===== config.mk =====
export PLATFORM = sky130hd
export DESIGN_NAME = mon_entry_seq
export DESIGN_NICKNAME = d
export VERILOG_FILES = /design/src/rtl/mon_pkg.sv /design/src/rtl/mon_rst_sync.sv /design/src/rtl/mon_mode_latch.sv /design/src/rtl/mon_seq_fsm.sv /design/src/rtl/mon_mode_apply.sv /design/src/rtl/mon_entry_seq.sv
export SDC_FILE = /design/constraint.sdc
export NUM_CORES = 1
export LEC_CHECK = 0
export ABC_AREA = 1
export CORE_UTILIZATION = 35
export DETAILED_ROUTE_END_ITERATION = 7
export DONT_BUFFER_PORTS = 1
export SLEW_MARGIN = 30
export SYNTH_ARGS = -nofsm -noshare
export SYNTH_HDL_FRONTEND = slang
export SYNTH_SLANG_ARGS = --single-unit

===== constraint.sdc =====
create_clock -name clk -period 0.8 [get_ports clk]
set_clock_uncertainty 0.05 [all_clocks]
set_input_delay 0.08 -clock clk [delete_from_list [all_inputs] [get_ports clk]]
set_output_delay 0.08 -clock clk [all_outputs]
set_load 0.03 [all_outputs]

===== src/rtl/mon_pkg.sv =====
package mon_pkg;
  typedef enum logic [2:0] {
    ST_HOLD,
    ST_SECURE,
    ST_BREAK,
    ST_CMD,
    ST_USER
  } seq_state_e;

  localparam logic [7:0] PAGE_MON  = 8'hFE;
  localparam logic [7:0] PAGE_USER = 8'hFF;
endpackage


===== src/rtl/mon_rst_sync.sv =====
module mon_rst_sync #(
  parameter int STAGES = 2
) (
  input  logic clk,
  input  logic rst_n,
  output logic rst_int_n
);
  logic [STAGES-1:0] sh_q;
  logic [STAGES-1:0] sh_d;

  always_comb begin
    sh_d = {sh_q[STAGES-2:0], 1'b1};
  end

  always_ff @(posedge clk or negedge rst_n) begin
    if (!rst_n) sh_q <= '0;
    else        sh_q <= sh_d;
  end

  assign rst_int_n = sh_q[STAGES-1];
endmodule


===== src/rtl/mon_mode_latch.sv =====
module mon_mode_latch #(
  parameter int              PIN_W         = 3,
  parameter logic [PIN_W-1:0] ENTRY_PATTERN = 3'b101
) (
  input  logic             clk,
  input  logic             rst_n,
  input  logic [PIN_W-1:0] sel_pins,
  input  logic             hv_detect,
  input  logic             por_flag,
  output logic             captured,
  output logic             mode
);
  logic captured_q, captured_d;
  logic mode_q, mode_d;
  logic enter_cond;

  assign enter_cond = (sel_pins == ENTRY_PATTERN) && hv_detect && por_flag;

  always_comb begin
    captured_d = captured_q;
    mode_d     = mode_q;
    if (!captured_q) begin
      captured_d = 1'b1;
      mode_d     = enter_cond;
    end
  end

  always_ff @(posedge clk or negedge rst_n) begin
    if (!rst_n) begin
      captured_q <= 1'b0;
      mode_q     <= 1'b0;
    end else begin
      captured_q <= captured_d;
      mode_q     <= mode_d;
    end
  end

  assign captured = captured_q;
  assign mode     = mode_q;

  assert_mode_frozen_R2: assert property (@(posedge clk) disable iff (!rst_n)
    captured_q |=> (captured_q && $stable(mode_q)));
endmodule


===== src/rtl/mon_seq_fsm.sv =====
module mon_seq_fsm
  import mon_pkg::*;
#(
  parameter int SEC_BYTES  = 8,
  parameter int BREAK_BITS = 10
) (
  input  logic clk,
  input  logic rst_n,
  input  logic captured,
  input  logic mode,
  input  logic byte_vld,
  input  logic bit_tick,
  output logic tx_bit,
  output logic break_done,
  output logic cmd_ready
);
  localparam int MAXC  = (SEC_BYTES > BREAK_BITS) ? SEC_BYTES : BREAK_BITS;
  localparam int CNT_W = $clog2(MAXC + 1);
  localparam logic [CNT_W-1:0] LAST_BYTE = CNT_W'(SEC_BYTES - 1);
  localparam logic [CNT_W-1:0] LAST_BIT  = CNT_W'(BREAK_BITS - 1);

  seq_state_e       state_q, state_d;
  logic [CNT_W-1:0] cnt_q, cnt_d;
  logic             done_q, done_d;
  logic             tx_q, tx_d;

  always_comb begin
    state_d = state_q;
    cnt_d   = cnt_q;
    done_d  = 1'b0;
    case (state_q)
      ST_HOLD: begin
        cnt_d = '0;
        if (captured) state_d = mode ? ST_SECURE : ST_USER;
      end
      ST_SECURE: begin
        if (byte_vld) begin
          if (cnt_q == LAST_BYTE) begin
            state_d = ST_BREAK;
            cnt_d   = '0;
          end else begin
            cnt_d = cnt_q + 1'b1;
          end
        end
      end
      ST_BREAK: begin
        if (bit_tick) begin
          if (cnt_q == LAST_BIT) begin
            state_d = ST_CMD;
            cnt_d   = '0;
            done_d  = 1'b1;
          end else begin
            cnt_d = cnt_q + 1'b1;
          end
        end
      end
      default: begin
        state_d = state_q;
      end
    endcase
    tx_d = (state_d != ST_BREAK);
  end

  always_ff @(posedge clk or negedge rst_n) begin
    if (!rst_n) begin
      state_q <= ST_HOLD;
      cnt_q   <= '0;
      done_q  <= 1'b0;
      tx_q    <= 1'b1;
    end else begin
      state_q <= state_d;
      cnt_q   <= cnt_d;
      done_q  <= done_d;
      tx_q    <= tx_d;
    end
  end

  assign tx_bit     = tx_q;
  assign break_done = done_q;
  assign cmd_ready  = (state_q == ST_CMD);

  assert_sec_count_bound_R3: assert property (@(posedge clk) disable iff (!rst_n)
    (state_q == ST_SECURE) |-> (cnt_q < CNT_W'(SEC_BYTES)));
  assert_break_count_bound_R4: assert property (@(posedge clk) disable iff (!rst_n)
    (state_q == ST_BREAK) |-> (cnt_q < CNT_W'(BREAK_BITS)));
  assert_tx_low_only_in_break_R4: assert property (@(posedge clk) disable iff (!rst_n)
    !tx_q |-> (state_q == ST_BREAK));
  assert_done_single_pulse_R5: assert property (@(posedge clk) disable iff (!rst_n)
    done_q |=> !done_q);
  assert_ready_sticky_R5: assert property (@(posedge clk) disable iff (!rst_n)
    (state_q == ST_CMD) |=> (state_q == ST_CMD));
  assert_user_no_break_R7: assert property (@(posedge clk) disable iff (!rst_n)
    (state_q == ST_USER) |=> ((state_q == ST_USER) && tx_q && !done_q));
endmodule


===== src/rtl/mon_mode_apply.sv =====
module mon_mode_apply
  import mon_pkg::*;
(
  input  logic       mode,
  input  logic       hv_detect,
  input  logic       vec_fetch,
  input  logic [7:0] cpu_addr_hi,
  output logic [7:0] addr_hi_out,
  output logic       wdog_en
);
  always_comb begin
    if (vec_fetch) addr_hi_out = mode ? PAGE_MON : PAGE_USER;
    else           addr_hi_out = cpu_addr_hi;
    wdog_en = !(mode && hv_detect);
  end
endmodule


===== src/rtl/mon_entry_seq.sv =====
module mon_entry_seq #(
  parameter int               PIN_W         = 3,
  parameter logic [PIN_W-1:0] ENTRY_PATTERN = 3'b101,
  parameter int               SEC_BYTES     = 8,
  parameter int               BREAK_BITS    = 10,
  parameter int               SYNC_STAGES   = 2
) (
  input  logic             clk,
  input  logic             rst_n,
  input  logic             por_flag,
  input  logic [PIN_W-1:0] sel_pins,
  input  logic             hv_detect,
  input  logic             rx_byte_valid,
  input  logic             bit_tick,
  input  logic             vec_fetch,
  input  logic [7:0]       cpu_addr_hi,
  output logic             mon_mode,
  output logic             wdog_en,
  output logic [7:0]       addr_hi_out,
  output logic             tx_bit,
  output logic             break_done,
  output logic             cmd_ready
);
  logic rst_int_n;
  logic captured;
  logic mode;

  mon_rst_sync #(.STAGES(SYNC_STAGES)) u_sync (
    .clk(clk), .rst_n(rst_n), .rst_int_n(rst_int_n)
  );

  mon_mode_latch #(.PIN_W(PIN_W), .ENTRY_PATTERN(ENTRY_PATTERN)) u_latch (
    .clk(clk), .rst_n(rst_int_n), .sel_pins(sel_pins), .hv_detect(hv_detect),
    .por_flag(por_flag), .captured(captured), .mode(mode)
  );

  mon_seq_fsm #(.SEC_BYTES(SEC_BYTES), .BREAK_BITS(BREAK_BITS)) u_fsm (
    .clk(clk), .rst_n(rst_int_n), .captured(captured), .mode(mode),
    .byte_vld(rx_byte_valid), .bit_tick(bit_tick), .tx_bit(tx_bit),
    .break_done(break_done), .cmd_ready(cmd_ready)
  );

  mon_mode_apply u_apply (
    .mode(mode), .hv_detect(hv_detect), .vec_fetch(vec_fetch),
    .cpu_addr_hi(cpu_addr_hi), .addr_hi_out(addr_hi_out), .wdog_en(wdog_en)
  );

  assign mon_mode = mode;

  assert_wdog_gate_R9: assert property (@(posedge clk) disable iff (!rst_int_n)
    !wdog_en |-> (mon_mode && hv_detect));
  assert_vector_page_R8: assert property (@(posedge clk) disable iff (!rst_int_n)
    vec_fetch |-> (addr_hi_out[7:1] == 7'h7F && addr_hi_out[0] == !mon_mode));
  assert_ready_needs_monitor_R7: assert property (@(posedge clk) disable iff (!rst_int_n)
    cmd_ready |-> mon_mode);
endmodule


Yosys cells after proc, flatten, opt, wreduce, memory -nomap -nowiden --
Cells that the tools add are included.
Storage, ports and cells: register bits 13, input port bits 18, output and inout bits 13, word-level logic and storage cells 41
Cells by class: add/subtract/negate cells 1, eq/ne operators 9, multiplexer cells 17, reductions and logical operators 7
Operator list (number):
- 2-to-1 mux 3 bit | 6
- 2-to-1 mux 4 bit | 4
- one-hot mux 4 bit (3 select lines) | 1
- one-hot mux 3 bit (3 select lines) | 1
- 2-to-1 mux 8 bit | 1
- equality test 3 x 2 -> 1 bit (second input constant) | 2
- adder 4 x 1 -> 4 bit (second input constant) | 1
- equality test 4 x 3 -> 1 bit (second input constant) | 1
- equality test 4 bit (second input constant) | 1
- 2-to-1 mux 1 bit | 4
- != test 2 bit (second input constant) | 2
- equality test 3 x 1 -> 1 bit (second input constant) | 1
- equality test 3 bit (second input constant) | 1
- logical AND 1 bit | 3
- zero test 3 bit | 1
- != test 3 x 2 -> 1 bit (second input constant) | 1
- AND reduction 3 bit | 1
- nonzero test 3 bit | 1
- zero test 1 bit | 1

Depth between registers and ports, before layout --
Gate-level depths: netlist of run 1.
depth in word-level cells 5, gate-level depth with buffers 8, gate-level depth less buffers 8

Cells and area by module --
A second synthesis of run 1 with hierarchy kept.
Unflattened totals: cell total of the unflattened synthesis 108, area total of the unflattened synthesis 793.3 um^2
By module, submodules not included:
- mon_seq_fsm | instances 1, cells each 80, area an instance 581.8 um^2, sequential area each 226.5 um^2
- mon_mode_latch | instances 1, cells each 12, area an instance 91.3 um^2, sequential area each 50.0 um^2
- mon_mode_apply | instances 1, cells each 13, area an instance 66.3 um^2, sequential area each 0.0 um^2
- mon_rst_sync | instances 1, cells each 3, area an instance 53.8 um^2, sequential area each 50.0 um^2

Worst setup path after synthesis of run 1 --
No wires, ideal clock.
path kind register to register, start register u_fsm.cnt_q[0], end register u_fsm.state_q[0], library setup time 0.119 ns, arrival 1.051 ns, required time 0.631 ns, setup slack -0.419 ns, cell stages (with the launch flop) 7, path buffers 0, clock period less this slack 1.219 ns, cells stage by stage dfrtp_1 -> ha_1 -> nand3_2 -> o21ai_1 -> nand3_1 -> nor2_1 -> inv_1
On the way: longest elaborated chain between the ends 4, elaborated cells on any way between the ends 7, those cells by class eq/ne (2); mux (5)
RTL lines:
- from (decl) | RTL line mon_seq_fsm.sv:23 | logic [CNT_W-1:0] cnt_q, cnt_d;
- from (signal assigned) | RTL line mon_seq_fsm.sv:72 | cnt_q <= cnt_d;
- equality test 4 bit / equality test 4 x 3 -> 1 bit (equally long branches) | RTL line mon_seq_fsm.sv:48, mon_seq_fsm.sv:38
- 2-to-1 mux 3 bit, on equally long branches | RTL line mon_seq_fsm.sv:48, mon_seq_fsm.sv:38
- 2-to-1 mux 3 bit, on equally long branches | RTL line mon_seq_fsm.sv:47, mon_seq_fsm.sv:37
- one-hot mux 3 bit (3 select lines) * | RTL line mon_seq_fsm.sv:31 | case (state_q)
- named net u_fsm.state_d[0] | RTL line mon_seq_fsm.sv:22 | seq_state_e state_q, state_d;
- to (signal assigned) | RTL line mon_seq_fsm.sv:71 | state_q <= state_d;
- to (decl) | RTL line mon_seq_fsm.sv:22
The timed path passes the listed nets; every way through them passes the cells marked *. A chain may end at the register's enable or synchronous reset.

Worst setup path after layout of run 1 --
start register u_fsm.cnt_q[0], end register u_fsm.cnt_q[3]
On the way: longest elaborated chain between the ends 4, elaborated cells on any way between the ends 8, those cells by class add/sub (1); eq/ne (2); mux (5)
RTL lines (RTL line):
- adder 4 x 1 -> 4 bit, or another cell as far along | mon_seq_fsm.sv:42, mon_seq_fsm.sv:53
- 2-to-1 mux 4 bit, on equally long branches | mon_seq_fsm.sv:48, mon_seq_fsm.sv:38
- 2-to-1 mux 4 bit, on equally long branches | mon_seq_fsm.sv:47, mon_seq_fsm.sv:37
- one-hot mux 4 bit (3 select lines) * | mon_seq_fsm.sv:31
Every way passes the cells marked *; elsewhere a longest branch is shown, timed or not. The select of a mux whose other input is x is not followed.

==> results of run 1 <==
-- cell type report --
type	count	area [um^2]
Multi-Input combinational cell	76	561.8
Tap cell	27	33.78
Timing Repair Buffer	24	221.5
Inverter	20	80.08
Sequential cell	13	330.3
Clock inverter	1	5.005
Clock buffer	3	22.52
Fill cell	164	807.0
-- worst reg2reg max path, stage by stage (launching register included) --
cell and delay, ns:
dfrtp_1 0.41, ha_2 0.24, nand3_4 0.08, buf_4 0.16, nand4_1 0.08, nand2_1 0.05, nand2_1 0.06, nand2_1 0.05
-- registers in the layout (all words and copies together) (netlist names) --
register / cells
u_latch.captured: 1
u_sync.sh_q: 2
u_fsm.tx_bit: 1
u_fsm.cnt_q: 4
u_fsm.break_done: 1
u_latch.mode: 1
u_fsm.state_q: 3
-- cells by family after synthesis --
logic type	after synthesis	share of synthesized area, %
other cells	1	0.4676
compound gates	4	2.964
fa+ha+maj	2	3.120
flops	13	40.72
xor+xnor	1	1.092
simple gates	67	42.28
buf+inv	20	9.360
-- how the worst max path moves through the flow --
stage,cells after the start,start,end,slack (ns)
2_1_floorplan,6,u_fsm.cnt_q[0],u_fsm.state_q[0],-0.42
3_3_place_gp,8,u_fsm.cnt_q[1],u_fsm.state_q[0],-0.46
3_5_place_dp,8,u_fsm.cnt_q[1],u_fsm.state_q[0],-0.47
4_1_cts,4,u_fsm.state_q[2],cmd_ready,-0.47
5_1_grt,8,u_fsm.cnt_q[0],u_fsm.cnt_q[3],-0.56
6_report,7,u_fsm.cnt_q[0],u_fsm.cnt_q[3],-0.49
-- per-stage QoR --
stage	hold slack (ns)	std cells	TNS [ns]	setup slack, ns
after global routing	0.02802	164	-6.660	-0.5645
after detailed placement	-0.2655	153	-4.279	-0.4732
after global placement	-0.2655	153	-4.011	-0.4590
after CTS	0.01301	164	-5.672	-0.4663
final	0.02121	164	-5.915	-0.4941
after floorplan	-0.2656	109	-3.109	-0.4156
-- synth_stat cells (2+ instances only) --
cell,number
nand2_1,27
inv_1,18
nor2_1,14
dfrtp_1,12
nand3_1,8
or2_2,8
nand3_2,3
nand4_1,3
a21oi_1,2
ha_1,2
inv_2,2
nor3_2,2
-- layer usage --
layer	part of all wire [%]	vias to the layer above	track usage (%)
li1	-	387	-
met1	42	377	20.46
met2	51	18	27.25
met3	4.0	9	4.630
met4	3.2	0	11.90
met5	0	-	0
-- placed cells by master, fill, tap and decap left out, types with 2 or more instances in the layout --
cell type and n:
inv_1 14, nor3_4 2, inv_4 2, o21ai_2 2
nor2_4 2, dfrtp_1 9, nand2_1 20, nor2_2 4
nand3_4 3, dfrtp_2 3, nand3_2 5, dlygate4sd3_1 3
nand2_2 6, nand4_1 3, buf_6 7, or2_2 7
nand3_1 3, inv_2 4, nor2_1 8, clkbuf_4 3
buf_4 13, conb_1 2
-- power breakdown --
| part | switching [mW] | internal (mW) | leakage, nW |
|---|---|---|---|
| logic | 0.112 | 0.0756 | 0.429 |
| clock network | 0.220 | 0.185 | 0.0177 |
| registers | 0.00789 | 0.669 | 0.155 |
-- repair_timing --
item                       in CTS  in global routing
hold endpoints to repair        3                  0
resized for setup              18                 28
pin swaps                       9                  9
setup buffers                   4                  1
cloned                          0                  0
hold buffers                    3                  0
setup endpoints to repair      16                 16
==> metrics.yaml, run 1 <==
status: "finished with violations"
violations: "setup timing"
post-route-min-period_ns: 1.294
end_kind: "flip-flop"
synth_warnings: 0
max-cap-violations: 0
path_delay_family: "flip-flops"
cts_buffers: 3
fin_crit_sh_pct: 161.8
ant_nets: 0
cp_common_cell: "nand2_1"
leakagePower_nw: 0.6018
ff2ff_path_depth: 7
critPathRequiredTime_ns: 0.93
grt_max_degree: 10
wire_per_inst_um: 12.80
drive_gt1_share_pct: 54.01
critical_path_buf_inv_count: 1
clockBufferDepth: 2
netlist_area_um2: 802.0
gp_congestion: 0.8634
grt_pass1_wl_mm: 3.229
via_per_inst: 4.823
ys.flop_type: "dfrtp_1"
clk-insertion-delay-late_ns: 0.28
powerDensity_nw_per_um2: 1011
netlist_instances: 108
cts_tree: "built"
max_freq_mhz: 772.7
setup_violations: 16
hp-class: "in -> reg"
ys_types: 19
place_area_um2: 994.7
num_io_pins: 31
slowest_stage: "dfrtp_1"
critPathKind: "reg -> reg"
post-route-util_pct: 60.86
synth.avg_cell_area_um2: 7.426
die_w_um: 49.87
power_mw: 1.269
synth_area_leaders: "dfrtp_1, nand2_1, inv_1"
root_buffer: "clkbuf_4"
min-delay-start: "hv_detect"
slew_viol_final: 0
hold_end: "u_latch.mode"
whs_path_depth: 4
cp_slowest_stage_delay_ns: 0.41
synth_largest_area_cell: "dfrtp_1"
vias: 791
detailed_place_hpwl_mm: 1.386
yosysTopAreaCellShare_pct: 37.44
ys_ff_latch: 13
portBuffers: 0
drtPass1Iterations: 4
rsz0062_at_grt: "true"
critPathArrivalTime_ns: 1.42
synth_seq_area_share_pct: 40.72
finalWirelength_mm: 2.099
final_nets: 158
syn2layout_area_growth_pct: 56.47
grt_pass1_vias: 764
hold_viol: 0
synth-edff-count: 0
r2r_end: "u_fsm.cnt_q[3]"
crit_chain: "ha_2, nand3_4, buf_4, nand4_1, nand2_1, nand2_1, nand2_1"
antenna_found_initial: 0
first_iter_violations: 11
setup_ws_ns: -0.4941
reg2reg_slack_ns: -0.49
crit_fanout: 3
cts.clk_slew.worst_paths_ns: 0.08
start_util_pct: 38.90
dieArea_um2: 2487
vdd_drop_max_mv: 0.8029
overflow: 0
core_area_um2: 2062
antenna_cells: 0
fin_area_um2: 1255
async_reset_ff_share_pct: 100.0
die_y_um: 49.87
drc_errors: 0
r2r_start: "u_fsm.cnt_q[0]"
htreeDepth: 1
cts_num_sinks: 13
start_kind: "flip-flop"
rows: 16
grt_use_total_pct: 17.36
Power figures use the tool's default switching activity.
==> run 2: changes to the inputs <==
--- a/config.mk
+++ b/config.mk
@@ -9,6 +9,7 @@
 export CORE_UTILIZATION = 35
 export DETAILED_ROUTE_END_ITERATION = 7
 export DONT_BUFFER_PORTS = 1
+export PLACE_DENSITY = 0.55
 export SLEW_MARGIN = 30
 export SYNTH_ARGS = -nofsm -noshare
 export SYNTH_HDL_FRONTEND = slang
==> metrics.yaml, run 2 (synthesized netlist as in run 1, its figures left out) <==
core_area_um2: 2062  # unchanged
drive_gt1_share_pct: 49.64  # -4.4 points
violations: "setup timing"
max-cap-violations: 0  # unchanged
grt_max_degree: 10  # unchanged
hold_viol: 0  # unchanged
clk-insertion-delay-late_ns: 0.28  # about the same
start_kind: "flip-flop"
root_buffer: "clkbuf_4"
dieArea_um2: 2487  # unchanged
vias: 769  # -2.8%
clockBufferDepth: 2  # unchanged
status: "finished with violations"
detailed_place_hpwl_mm: 1.364  # -1.5%
final_nets: 158  # unchanged
setup_violations: 16  # unchanged
vdd_drop_max_mv: 0.8034  # about the same
drt-met1-wl_um: 866  # -1.9%
powerDensity_nw_per_um2: 1045  # +3.4%
slew_viol_final: 0  # unchanged
largest_reg_flops: 4  # unchanged
cts_num_sinks: 13  # unchanged
mostFrequentLayoutCells: "nand2_1, inv_1, buf_4"
first_iter_violations: 10  # -1
die_w_um: 49.87  # unchanged
post-route-min-period_ns: 1.279  # -0.01535 ns
critPathRequiredTime_ns: 0.92  # about the same
finalNonFillerCells: 164  # unchanged
max_freq_mhz: 782.0  # +1.2%
wire_per_inst_um: 11.46  # -10%
critPathArrivalTime_ns: 1.40  # -0.02 ns
drtPass1Iterations: 4  # unchanged
syn2layout_area_growth_pct: 52.26
gp_congestion: 0.8963  # +3.8%
finalWirelength_mm: 1.879  # -10%
place_ws_ns: -0.4734  # -0.0002210 ns
reg_top3: "u_fsm.cnt_q: 4 flops, u_fsm.state_q: 3 flops, u_sync.sh_q: 2 flops"
htreeDepth: 1  # unchanged
setup_ws_ns: -0.4788  # +0.01535 ns
met3_length_um: 123  # +46%
dr_wl_met2_um: 867  # -18%
cts_buffers: 3  # unchanged
fin_crit_sh_pct: 159.8  # -1.9 points
grt_use_total_pct: 17.19  # -0.17 points
grt_pass1_wl_mm: 3.208  # -0.65%
grt_pass1_vias: 748  # -2.1%
cts_tree: "built"
die_y_um: 49.87  # unchanged
end_kind: "flip-flop"
critPathKind: "reg -> reg"
leakagePower_nw: 0.5971  # -0.79%
cts.clk_slew.worst_paths_ns: 0.08  # about the same
drc_errors: 0  # unchanged
via_per_inst: 4.689  # -2.8%
portBuffers: 0  # unchanged
dp.cells: 152  # -0.65%
hp-class: "in -> reg"
top_layer: "met4"
overflow: 0  # unchanged
antenna_cells: 0  # unchanged
rsz0062_at_grt: "true"
rows: 16  # unchanged
start_util_pct: 38.90  # unchanged
crit_fanout: 3  # unchanged
num_io_pins: 31  # unchanged
layout_commonest_cell: "nand2_1"
antenna_found_initial: 0  # unchanged
ant_nets: 0  # unchanged
regMostFlops: "u_fsm.cnt_q"
run 2: cell count changes in the layout (fill, tap and decap cells not counted), moves of 2 or more:
cell / before / now
nand2_1: 20 / 24
nand3_2: 5 / 8
nand3_4: 3 / 1
buf_4: 13 / 11
nand2_2: 6 / 2
nor2_1: 8 / 10
run 2: layout make-up:
class                      instances  area (um^2)
fill                             195        840.8
multi-input combinational         76        515.5
sequential                        13        330.3
timing repair buffer              24        237.7
inverter                          20        77.57
tap                               27        33.78
clock buffer                       4        26.28
run 2: what timing repair did:
action | CTS | global route
resized for setup | 21 | 14
hold endpoints to repair | 3 | 0
setup endpoints to repair | 16 | 16
pin swaps | 9 | 9
hold buffers | 3 | 0
buffers inserted | 4 | 1
run 2: final timing paths:
check                      cells after the start               end  slack, ns           start
setup / recovery                               6  u_fsm.state_q[0]      -0.48  u_fsm.cnt_q[1]
hold / removal                                 4      u_latch.mode       0.02       hv_detect
setup reg to reg                               6  u_fsm.state_q[0]      -0.48  u_fsm.cnt_q[1]
hold reg to reg                                0    u_fsm.cnt_q[1]       0.05  u_sync.sh_q[1]
max in group asynchronous                      2    u_sync.sh_q[1]       0.08           rst_n
min in group asynchronous                      0    u_fsm.cnt_q[1]       0.05  u_sync.sh_q[1]
run 2: power breakdown:
part	internal [mW]	switching, mW	total [mW]
clock	0.194	0.217	0.410
sequential	0.669	0.0115	0.680
combinational	0.0785	0.107	0.186
total	0.941	0.336	1.28
run 2: per-layer routing:
| layer | vias up | GRT usage [%] |
|---|---|---|
| li1 | 390 | - |
| met1 | 342 | 22.29 |
| met2 | 34 | 27.48 |
| met3 | 3 | 3.704 |
| met4 | 0 | 7.143 |
| met5 | - | 0 |
run 2: stage by stage:
step | power (mW) | TNS (ns) | area (um^2) | util [%] | hold slack (ns)
CTS | 1.287 | -5.734 | 1164 | 56.43 | 0.01688
global placement | 0.8375 | -4.101 | 999.7 | 48.48 | -0.2655
global route | 1.331 | -6.715 | 1221 | 59.22 | 0.07119
floorplan | 0.8024 | -3.109 | 833.3 | - | -0.2656
finish | 1.277 | -5.845 | 1221 | 59.22 | 0.01812
detailed placement | 0.8380 | -4.127 | 999.7 | 48.48 | -0.2655
run 2: worst max-delay path, cell delays in order, from the launching register on:
cell and delay, ns:
dfrtp_1 0.41, ha_2 0.23, nand3_4 0.09, o21ai_2 0.14
nand3_2 0.09, nor2_2 0.12, inv_1 0.05
==> run 3: changes to the inputs <==
--- a/config.mk
+++ b/config.mk
@@ -9,7 +9,8 @@
 export CORE_UTILIZATION = 35
 export DETAILED_ROUTE_END_ITERATION = 7
 export DONT_BUFFER_PORTS = 1
-export PLACE_DENSITY = 0.55
+export PLACE_DENSITY = 0.53
+export REMOVE_ABC_BUFFERS = 1
 export SLEW_MARGIN = 30
 export SYNTH_ARGS = -nofsm -noshare
 export SYNTH_HDL_FRONTEND = slang
==> constraint.sdc (replaced) <==
create_clock -name clk -period 1.5 [get_ports clk]
set_clock_uncertainty 0.05 [all_clocks]
set_input_delay 0.15 -clock clk [delete_from_list [all_inputs] [get_ports clk]]
set_output_delay 0.15 -clock clk [all_outputs]
set_load 0.03 [all_outputs]
==> metrics.yaml, run 3 (synthesized netlist as in run 1, its figures left out) <==
status: "finished, final reports clean"
ant_nets: 0  # unchanged
start_util_pct: 38.90  # unchanged
num_io_pins: 31  # unchanged
start_kind: "flip-flop"
power_mw: 0.6421  # -50%
end_kind: "flip-flop"
syn2layout_area_growth_pct: 13.42
fin_crit_sh_pct: 88.54  # -71 points
crit_fanout: 6  # +3
grt_use_total_pct: 13.38  # -3.8 points
reg_top3: "u_fsm.cnt_q: 4 flops, u_fsm.state_q: 3 flops, u_sync.sh_q: 2 flops"
root_buffer: "clkbuf_4"
post-route-min-period_ns: 1.328  # +0.04933 ns
place_area_um2: 862.1  # -14%
fin_area_um2: 909.6  # -26%
cts_tree: "built"
dieArea_um2: 2487  # unchanged
grt_pass1_wl_mm: 2.490  # -22%
setup_tns_ns: 0  # +5.845 ns
critPathArrivalTime_ns: 1.48  # +0.08 ns
antenna_cells: 0  # unchanged
cts_buffers: 3  # unchanged
powerDensity_nw_per_um2: 705.8  # -32%
vias: 668  # -13%
detailed_place_hpwl_mm: 1.225  # -10%
layout_commonest_cell: "nand2_1"
leakagePower_nw: 0.4924  # -18%
die_w_um: 49.87  # unchanged
vdd_drop_max_mv: 0.4408  # -45%
largest_reg_flops: 4  # unchanged
first_iter_violations: 9  # -1
grt_pass1_vias: 587  # -22%
critPathRequiredTime_ns: 1.65  # +0.73 ns
slew_viol_final: 0  # unchanged
critical_path_buf_inv_count: 0  # -1
finalWirelength_mm: 1.503  # -20%
setup_violations: 0  # -16
crit_start: "u_fsm.cnt_q[0]"
wire_per_inst_um: 10.37  # -9.5%
hold_viol: 0  # unchanged
cp_slowest_stage_delay_ns: 0.43  # +0.02 ns
max-cap-violations: 0  # unchanged
r2r_start: "u_fsm.cnt_q[0]"
final_nets: 139  # -12%
grt_max_degree: 12  # +2
regMostFlops: "u_fsm.cnt_q"
rows: 16  # unchanged
cts_resized: 0  # -100%
hp-class: "in -> async"
max_freq_mhz: 752.9  # -3.7%
overflow: 0  # unchanged
core_area_um2: 2062  # unchanged
rsz0062_at_grt: "false"
crit_chain: "ha_1, nand3_2, nor2_1, nand2_1, nand3_1, nor2_1, nand2_1"
htreeDepth: 1  # unchanged
via_per_inst: 4.607  # -1.8%
cts_num_sinks: 13  # unchanged
antenna_found_initial: 0  # unchanged
drive_gt1_share_pct: 22.03  # -28 points
mostFrequentLayoutCells: "nand2_1, inv_1, nor2_1"
clockBufferDepth: 2  # unchanged
slowest_stage: "dfrtp_1"
fillers: 217  # +11%
critPathKind: "reg -> reg"
die_y_um: 49.87  # unchanged
clk-insertion-delay-late_ns: 0.27  # about the same
gp_congestion: 0.8680  # -3.2%
portBuffers: 0  # unchanged
drtPass1Iterations: 4  # unchanged
cts.clk_slew.worst_paths_ns: 0.08  # about the same
drc_errors: 0  # unchanged
path_delay_family: "simple AND/OR/NAND/NOR gates"
==> run 3: changes by cell type in the layout (fill, tap and decap cells not counted), moves of 4 or more <==
cell | previous run | this run
nand3_2 | 8 | 3
nand3_1 | 2 | 8
buf_6 | 8 | 0
nor2_1 | 10 | 14
buf_4 | 11 | 3
inv_1 | 14 | 18
==> run 3: final timing paths <==
check	endpoint	slack, ns	cells past startpoint
worst max-delay path	u_fsm.tx_bit	0.17	7
worst min-delay path	u_sync.sh_q[1]	0.05	1
worst max register to register	u_fsm.tx_bit	0.17	7
worst min register to register	u_fsm.break_done	0.13	0
max in group asynchronous	u_fsm.tx_bit	0.94	0
min in group clk	u_fsm.break_done	0.06	4
==> run 3: what timing repair did <==
action,in CTS,in global routing
buffers inserted,0,0
hold endpoints to repair,3,0
hold buffers,2,0
==> run 3: per-layer routing <==
| layer | vias up | track usage, % | part of all wire, % |
|---|---|---|---|
| met5 | - | 0 | 0 |
| met4 | 0 | 7.143 | 0.80 |
| met2 | 16 | 19.37 | 45 |
| met1 | 304 | 18.85 | 51 |
| met3 | 2 | 2.160 | 3.7 |
| li1 | 346 | - | - |
==> run 3: report_power, final <==
group | internal [mW] | switching [mW]
sequential | 0.356 | 0.00939
clock | 0.0987 | 0.113
combinational | 0.0205 | 0.0437
==> run 3: layout make-up <==
cell class / instances / area, um^2 / share of cell area, %
clock inverters: 1 / 5.005 / 0.5502
multi-input cells: 76 / 404.1 / 44.43
well taps: 27 / 33.78 / 3.714
inverters: 20 / 75.07 / 8.253
repair buffers: 5 / 42.54 / 4.677
flip-flops and latches: 13 / 326.6 / 35.90
clock buffers: 3 / 22.52 / 2.476
==> run 3: per-stage QoR <==
| step | utilization, % | hold WS [ns] | cells | setup slack (ns) |
|---|---|---|---|---|
| 2_1_floorplan | - | -0.1956 | 109 | 0.2421 |
| 3_3_place_gp | 41.81 | -0.1955 | 139 | 0.1915 |
| 3_5_place_dp | 41.81 | -0.1955 | 139 | 0.1650 |
| 4_1_cts | 44.11 | 0.03809 | 145 | 0.1661 |
| 5_1_grt | 44.11 | 0.04626 | 145 | 0.05263 |
| 6_report | 44.11 | 0.05021 | 145 | 0.1719 |
